### src/rtl/crd_pkg.sv
package crd_pkg;

    localparam int unsigned NUM_RATIOS = 6;

    typedef enum logic [2:0] {
        RC_128  = 3'd0,
        RC_192  = 3'd1,
        RC_256  = 3'd2,
        RC_384  = 3'd3,
        RC_512  = 3'd4,
        RC_768  = 3'd5,
        RC_NONE = 3'd7
    } ratio_code_e;

    typedef struct packed {
        logic        hit;
        ratio_code_e code;
    } class_res_t;

    // Master clocks per frame for a ratio index: odd indices are 1.5x, doubling every two steps.
    function automatic int unsigned ratio_cycles(input int unsigned idx);
        int unsigned base;
        base = idx[0] ? 32'd192 : 32'd128;
        return base << (idx >> 1);
    endfunction

    // Lowest index wins where windows overlap.
    function automatic class_res_t classify(input int unsigned period,
                                            input logic        play,
                                            input int unsigned tol);
        class_res_t  res;
        int unsigned r;
        res.hit  = 1'b0;
        res.code = RC_NONE;
        for (int unsigned i = 0; i < NUM_RATIOS; i++) begin
            r = ratio_cycles(i);
            if (!res.hit && (play || i >= 2) &&
                (period + tol >= r) && (period <= r + tol)) begin
                res.hit  = 1'b1;
                res.code = ratio_code_e'(i[2:0]);
            end
        end
        return res;
    endfunction

endpackage

### src/rtl/crd_sync.sv
module crd_sync #(
    parameter int STAGES = 2
) (
    input  logic clk,
    input  logic rst,
    input  logic d,
    output logic q
);
    logic [STAGES-1:0] chain;

    always_ff @(posedge clk) begin
        if (rst) chain <= '0;
        else     chain <= {chain[STAGES-2:0], d};
    end

    assign q = chain[STAGES-1];
endmodule

### src/rtl/crd_period_meter.sv
module crd_period_meter #(
    parameter int CNT_W = 10
) (
    input  logic             clk,
    input  logic             rst,
    input  logic             lvl,
    output logic             meas_valid,
    output logic [CNT_W-1:0] meas_period
);
    localparam logic [CNT_W-1:0] CNT_MAX = {CNT_W{1'b1}};

    logic             lvl_d;
    logic             armed;
    logic             rise;
    logic [CNT_W-1:0] cnt;

    assign rise = lvl & ~lvl_d;

    always_ff @(posedge clk) begin
        if (rst) begin
            lvl_d       <= 1'b0;
            armed       <= 1'b0;
            cnt         <= '0;
            meas_valid  <= 1'b0;
            meas_period <= '0;
        end else begin
            lvl_d      <= lvl;
            meas_valid <= 1'b0;
            if (rise) begin
                armed <= 1'b1;
                cnt   <= '0;
                if (armed) begin
                    meas_valid  <= 1'b1;
                    meas_period <= (cnt == CNT_MAX) ? CNT_MAX : cnt + 1'b1;
                end
            end else if (cnt != CNT_MAX) begin
                cnt <= cnt + 1'b1;
                if (cnt == CNT_MAX - 1'b1) begin
                    meas_valid  <= 1'b1;
                    meas_period <= CNT_MAX;
                end
            end
        end
    end
endmodule

### src/rtl/crd_lock_tracker.sv
module crd_lock_tracker
    import crd_pkg::*;
(
    input  logic        clk,
    input  logic        rst,
    input  logic        meas_valid,
    input  class_res_t  res,
    output logic        locked,
    output ratio_code_e held_code
);
    logic        cand_ok;
    ratio_code_e cand;

    always_ff @(posedge clk) begin
        if (rst) begin
            cand_ok   <= 1'b0;
            cand      <= RC_NONE;
            locked    <= 1'b0;
            held_code <= RC_128;
        end else if (meas_valid) begin
            if (res.hit) begin
                cand    <= res.code;
                cand_ok <= 1'b1;
                if (cand_ok && cand == res.code) begin
                    locked    <= 1'b1;
                    held_code <= res.code;
                end else begin
                    locked <= 1'b0;
                end
            end else begin
                cand_ok <= 1'b0;
                locked  <= 1'b0;
            end
        end
    end
endmodule

### src/rtl/clk_ratio_detect.sv
module clk_ratio_detect
    import crd_pkg::*;
#(
    parameter bit PLAY_PATH = 1'b1,
    parameter int CNT_W     = 10,
    parameter int TOL       = 32,
    parameter int SYNC_LEN  = 2
) (
    input  logic       clk,
    input  logic       rst,
    input  logic       frame_clk,
    input  logic       force_osr64,
    output logic [2:0] ratio_code,
    output logic       locked,
    output logic       osr64,
    output logic       hold_req
);
    logic             fclk_s;
    logic             meas_valid;
    logic [CNT_W-1:0] meas_period;
    class_res_t       res;
    ratio_code_e      held_code;

    crd_sync #(.STAGES(SYNC_LEN)) u_sync (
        .clk (clk),
        .rst (rst),
        .d   (frame_clk),
        .q   (fclk_s)
    );

    crd_period_meter #(.CNT_W(CNT_W)) u_meter (
        .clk         (clk),
        .rst         (rst),
        .lvl         (fclk_s),
        .meas_valid  (meas_valid),
        .meas_period (meas_period)
    );

    always_comb res = classify(int'(meas_period), PLAY_PATH, TOL);

    crd_lock_tracker u_lock (
        .clk        (clk),
        .rst        (rst),
        .meas_valid (meas_valid),
        .res        (res),
        .locked     (locked),
        .held_code  (held_code)
    );

    assign ratio_code = held_code;
    assign hold_req   = ~locked;

    generate
        if (PLAY_PATH) begin : g_play
            assign osr64 = locked & (held_code == RC_128 || held_code == RC_192);
        end else begin : g_rec
            assign osr64 = force_osr64;
        end
    endgenerate
endmodule

### config.mk
export PLATFORM = sky130hd
export DESIGN_NAME = clk_ratio_detect
export DESIGN_NICKNAME = d
export VERILOG_FILES = /design/src/rtl/crd_pkg.sv /design/src/rtl/crd_sync.sv /design/src/rtl/crd_period_meter.sv /design/src/rtl/crd_lock_tracker.sv /design/src/rtl/clk_ratio_detect.sv
export SDC_FILE = /design/constraint.sdc
export NUM_CORES = 1
export LEC_CHECK = 0
export ABC_AREA = 1
export BUFFER_PORTS_ARGS = -buffer_cell sky130_fd_sc_hd__buf_4
export CAP_MARGIN = 20
export CELL_PAD_IN_SITES_DETAIL_PLACEMENT = 0
export CELL_PAD_IN_SITES_GLOBAL_PLACEMENT = 1
export CORE_MARGIN = 2
export CORE_UTILIZATION = 47
export DETAILED_ROUTE_END_ITERATION = 8
export GPL_ROUTABILITY_DRIVEN = 0
export PLACE_DENSITY = 0.92
export SETUP_SLACK_MARGIN = 0.2
export SYNTH_ARGS = -nofsm -noshare
export SYNTH_HDL_FRONTEND = slang
export SYNTH_SLANG_ARGS = --single-unit
### constraint.sdc
create_clock -name clk -period 5.05 [get_ports clk]
set_clock_uncertainty 0.15 [all_clocks]
set_input_delay 1.01 -clock clk [delete_from_list [all_inputs] [get_ports clk]]
set_output_delay 1.01 -clock clk [all_outputs]
set_load 0.02 [all_outputs]
# Word level (Yosys, flattened, before mapping)
# Index checks and enable logic that the tools add are counted.
# op_classes
n_addsub	2
magnitude_cmp	12
eq_ne	6
mux	18
n_bitwise	4
n_reduce_logical	25
# op_table
operator	n
greater-or-equal comparator 32 x 8 -> 1 bit, second input constant	2
greater-or-equal comparator 32 x 9 -> 1 bit, second input constant	2
2-to-1 mux 10 bit	5
greater-or-equal comparator 32 x 10 -> 1 bit, second input constant	1
2-to-1 mux 4 bit	6
== test 10 bit, second input constant	2
less-or-equal comparator 10 bit, second input constant	2
less-or-equal comparator 10 x 8 -> 1 bit, second input constant	2
less-or-equal comparator 10 x 9 -> 1 bit, second input constant	2
logical AND 1 bit	12
adder 10 x 6 -> 11 bit, second input constant	1
greater-or-equal comparator 11 x 10 -> 1 bit, second input constant	1
adder 10 x 1 -> 10 bit, second input constant	1
inequality test 10 bit, second input constant	1
2-to-1 mux 1 bit	7
AND reduction 3 bit	2
logical NOT 1 bit	5
nonzero test 2 bit	2
== test 3 x 1 -> 1 bit, second input constant	1
== test 3 bit	1
logical NOT 3 bit	1
bitwise AND 1 bit	2
inequality test 2 x 1 -> 1 bit, second input constant	1
NOT 1 bit	2
3 further kinds	3
# word_totals
register_bits	33
input_bits	4

# Depth between registers and ports, before layout
# logic_depth
depth_word	28
ltp_mapped	18
ltp_nobuf	18

# By module
# From an unflattened synthesis, not the netlist that was laid out.
# unflattened
cells_unflattened	325
area_unflattened_um2	2144.6
# by_module_without_submodules
mod	n_inst	cells_each	area_per_inst_um2	seq_area_each_um2
crd_period_meter	1	165	1228.7	460.4
clk_ratio_detect	1	102	491.7	0.0
crd_lock_tracker	1	52	369.1	160.2
crd_sync	1	6	55.1	40.0

# Worst setup path before layout
# Ideal clock, no wire load.
# synth_timing
path_kind	register -> output
start	reg u_lock.locked
end	out osr64
t_arrival_ps	1093
t_required_ps	3890
path_slack_ps	2797
path_stages_with_launch	3
path_buffers	0
path_cell_list	dfxtp_1 inv_1 nor3_1
# synth_between
elab_chain_len	1
# synth_rtl
element	line_no	source
start: declaration	crd_lock_tracker.sv:8	output logic locked,
start signal: assignment	crd_lock_tracker.sv:18	locked <= 1'b0;
start signal: assignment	crd_lock_tracker.sv:25	locked <= 1'b1;
start signal: assignment	crd_lock_tracker.sv:28	locked <= 1'b0;
bitwise AND 1 bit	clk_ratio_detect.sv:55	assign osr64 = locked & (held_code == RC_128 || held_code == RC_192);
end: declaration	clk_ratio_detect.sv:15	output logic osr64,
# No other way between the ends.

# Final worst setup path
# layout_timing
start	reg u_meter.meas_period[5]
end	reg u_lock.held_code[0]
# layout_between
elab_chain_len	27
word_cells_on_any_way	38
# layout_rtl
element	line_no	source
start: declaration	crd_period_meter.sv:8	output logic [CNT_W-1:0] meas_period
start signal: assignment	crd_period_meter.sv:34	meas_period <= (cnt == CNT_MAX) ? CNT_MAX : cnt + 1'b1;
adder 10 x 6 -> 11 bit	crd_pkg.sv:38	(period + tol >= r) && (period <= r + tol)) begin
greater-or-equal comparator 32 x 8 -> 1 bit	crd_pkg.sv:38	
logical AND 1 bit	crd_pkg.sv:38	
2-to-1 mux 4 bit	crd_pkg.sv:37	if (!res.hit && (play || i >= 2) &&
logical NOT 1 bit	crd_pkg.sv:37	
logical AND 1 bit	crd_pkg.sv:37	
logical AND 1 bit	crd_pkg.sv:38	
2-to-1 mux 4 bit	crd_pkg.sv:37	
(+11 left out)	n/a	
2-to-1 mux 4 bit	crd_pkg.sv:37	
logical NOT 1 bit	crd_pkg.sv:37	
logical AND 1 bit	crd_pkg.sv:37	
logical AND 1 bit	crd_pkg.sv:38	
2-to-1 mux 4 bit *	crd_pkg.sv:37	
== test 3 bit	crd_lock_tracker.sv:24	if (cand_ok && cand == res.code) begin
logical AND 1 bit	crd_lock_tracker.sv:24	
AND reduction 3 bit (no line)	n/a	
end signal: assignment	crd_lock_tracker.sv:26	held_code <= res.code;
end: declaration	crd_lock_tracker.sv:9	output ratio_code_e held_code
# Every way passes the cells marked *; elsewhere a longest branch is shown, timed or not.
# A chain may end at the register's enable or synchronous reset.

==> results.ini <==
[yosys]
synth.largest_area_cell=dfxtp_1
async_flop_share_pct=0
synth_cells=264
yosysMostFrequentCell=nand2_1
ys_top_cells_by_count=nand2_1 (54), inv_1 (46), dfxtp_1 (33)
ys_types=36
synth_area_um2=1859
syn_avg_cell_area_um2=7.043
netlist.area_leader.share_pct=35.53
yosysWarnings=0
synthTopCellsByArea=dfxtp_1 (36%), nand2_1 (11%), inv_1 (9.3%)
synth_nets=272
synth_seq_cells=33
synth_top_flop_cell=dfxtp_1
seq_area_frac_synth_pct=35.53
synth_edf_count=0

[clock_tree]
postCtsHoldBufs=0
cts_buffer_depth=2
cts_tree=done
clk_pin_slew_ps=70
clock_tree.root_cell=clkbuf_8
htreeDepth=2
worst_skew_pair.late_latency_ps=290
clock-sinks=33
cts.repair.resized=0
numCtsBuffers=5
postCtsSetupBuffers=0

[global_routing]
grt_pass1_wl_um=6396
antenna_found_initial=0
grt_usage_pct=19.14
grt_max_degree=24
grt_pass1_vias=1460
grt_overflow=0

[setup_path]
worstPathRequired_ps=5070
crit_fanout=6
r2r_cells=16
arrival_ps=2380
setup.worst_path.end_class=register
crit_type=register to register
crit_path_start_kind=register

[drt]
vias_per_cell=5.084
drt_wl_total_um=3779
wire_per_inst_um=11.70
postRouteAntennaNets=0
via_count=1642
first_iter_violations=52
drt_pass1_iterations=4
route.detailed.drc=0

[floorplan]
core_area_um2=3744
dieArea_um2=4475
rows=22
start_util_pct=49.67
die_y_um=66.90
ioPinCount=10
fp.dieW_um=66.90

[final_layout]
fillers=405
nets=282
layout-drive-gt1-share_pct=16.36
n_antenna_cell=0
syn2layout_area_growth_pct=9.287

[sta]
whs_ps=253.9
final_hold_viol_count=0
fin_crit_sh_pct=46.73
rsz0062_at_grt=false
period_minus_slack_ps=2360
slew_violations=0
clock.fmax_mhz=423.8
finalSetupViolations=0
tns_ps=0
worst_pin_slew_ps=973.8
max_slew_margin_pct=34.78

[power_and_ir_drop]
ir_drop_mv=0.1791
p_per_area_nw_per_um2=244.8
p_leak_nw=0.9115

[placed_design]
port_buffers=8
dp_hpwl_um=2833

[hold_path]
whs_path_depth=2
hold_path_class=register to register

[run]
maxCapViolCount=0

[outcome]
status=completed

==> logic make-up after synthesis <==
logic type                 after synthesis  synth area share [%]
muxes                                    1                0.5384
adders and majority gates                4                 2.692
AOI/OAI and AO/OA                       35                 13.32
xor gates and xnor gates                 2                0.9423
and+or+nand+nor                        134                 35.06
DFF                                     33                 35.53
buffers and inverters                   55                 11.91
==> final cells by class <==
type	instances	area, µm²	share of cell area (%)
multi-input combinational	176	977.2	48.09
sequential	33	660.6	32.51
inverter	50	187.7	9.236
clock buffer	5	68.82	3.387
timing repair buffer	8	60.06	2.956
tap	48	60.06	2.956
clock inverter	3	17.52	0.8621
==> flip-flops by register name, indices dropped and copies added (netlist names) <==
| register | flops |
|---|---|
| u_lock.cand | 3 |
| u_lock.cand_ok | 1 |
| u_lock.held_code | 3 |
| u_lock.locked | 1 |
| u_meter.armed | 1 |
| u_meter.cnt | 10 |
| u_meter.lvl_d | 1 |
| u_meter.meas_period | 10 |
| u_meter.meas_valid | 1 |
| u_sync.chain | 2 |
==> worst max-delay path, cell delays in order, from the launching register on <==
cell	delay, ps
dfxtp_1	420
ha_1	270
nand3_1	90
nand2_1	80
nand2_2	80
nor2_4	100
nand2_1	60
nand2_1	90
nand2_2	120
nor2_8	140
nand3_1	120
nand3_2	90
nand2_2	60
nor2_4	120
nand2_2	100
nand2_1	90
a21oi_2	50
==> power by group <==
group	total [mW]	leakage, nW	switching [mW]	internal (mW)
combinational	0.0337	0.600	0.0225	0.0112
clock	0.195	0.0439	0.100	0.0950
sequential	0.269	0.267	0.00391	0.265
==> worst paths after layout <==
| kind | slack, ps | to | start |
|---|---|---|---|
| worst min register to register | 250 | u_sync.chain[1]$_SDFF_PP0_ | u_sync.chain[0]$_SDFF_PP0_ |
| worst max register to register | 2690 | u_lock.held_code[0]$_SDFFE_PP0P_ | u_meter.meas_period[5]$_SDFFE_PP0P_ |
| worst max-delay path | 2690 | u_lock.held_code[0]$_SDFFE_PP0P_ | u_meter.meas_period[5]$_SDFFE_PP0P_ |
| worst min-delay path | 250 | u_sync.chain[1]$_SDFF_PP0_ | u_sync.chain[0]$_SDFF_PP0_ |
==> cells in the final DEF (no fill, tap or decap), types with 2 or more instances in the layout <==
cell type   n
a21oi_1     7
o21a_1      2
dfxtp_1    33
clkinv_2    2
nand3_1    18
inv_1      46
nand2_1    54
nand2_2     9
or2_2       2
nand3b_1    3
ha_1        4
clkbuf_8    5
a221oi_1    7
inv_2       3
a31oi_1     2
a21oi_2     5
nor2_4      2
buf_4       8
o21ai_0     5
nand4_1     5
a211oi_1    3
nor2_1     22
nor2_2      3
nand3_2     2
nor3_1     11
==> per-stage QoR <==
step / cell area [µm²] / cells / power [mW] / setup WS (ps) / util (%)
3_5_place_dp: 1946 / 315 / 0.3082 / 2698 / 51.97
2_1_floorplan: 1859 / 264 / 0.3008 / 2797 / -
6_report: 2032 / 323 / 0.4975 / 2690 / 54.28
3_3_place_gp: 1946 / 315 / 0.3077 / 2730 / 51.97
5_1_grt: 2032 / 323 / 0.5229 / 2454 / 54.28
4_1_cts: 2032 / 323 / 0.5044 / 2674 / 54.28
==> metal layers <==
layer / routed length, µm / track usage (%) / up-vias
met5: 0 / 0 / -
met4: 78 / 8.673 / 0
met3: 116 / 5.574 / 9
met2: 1714 / 30.00 / 21
met1: 1870 / 24.12 / 739
li1: - / - / 873
(Power assumes the default switching activity.)
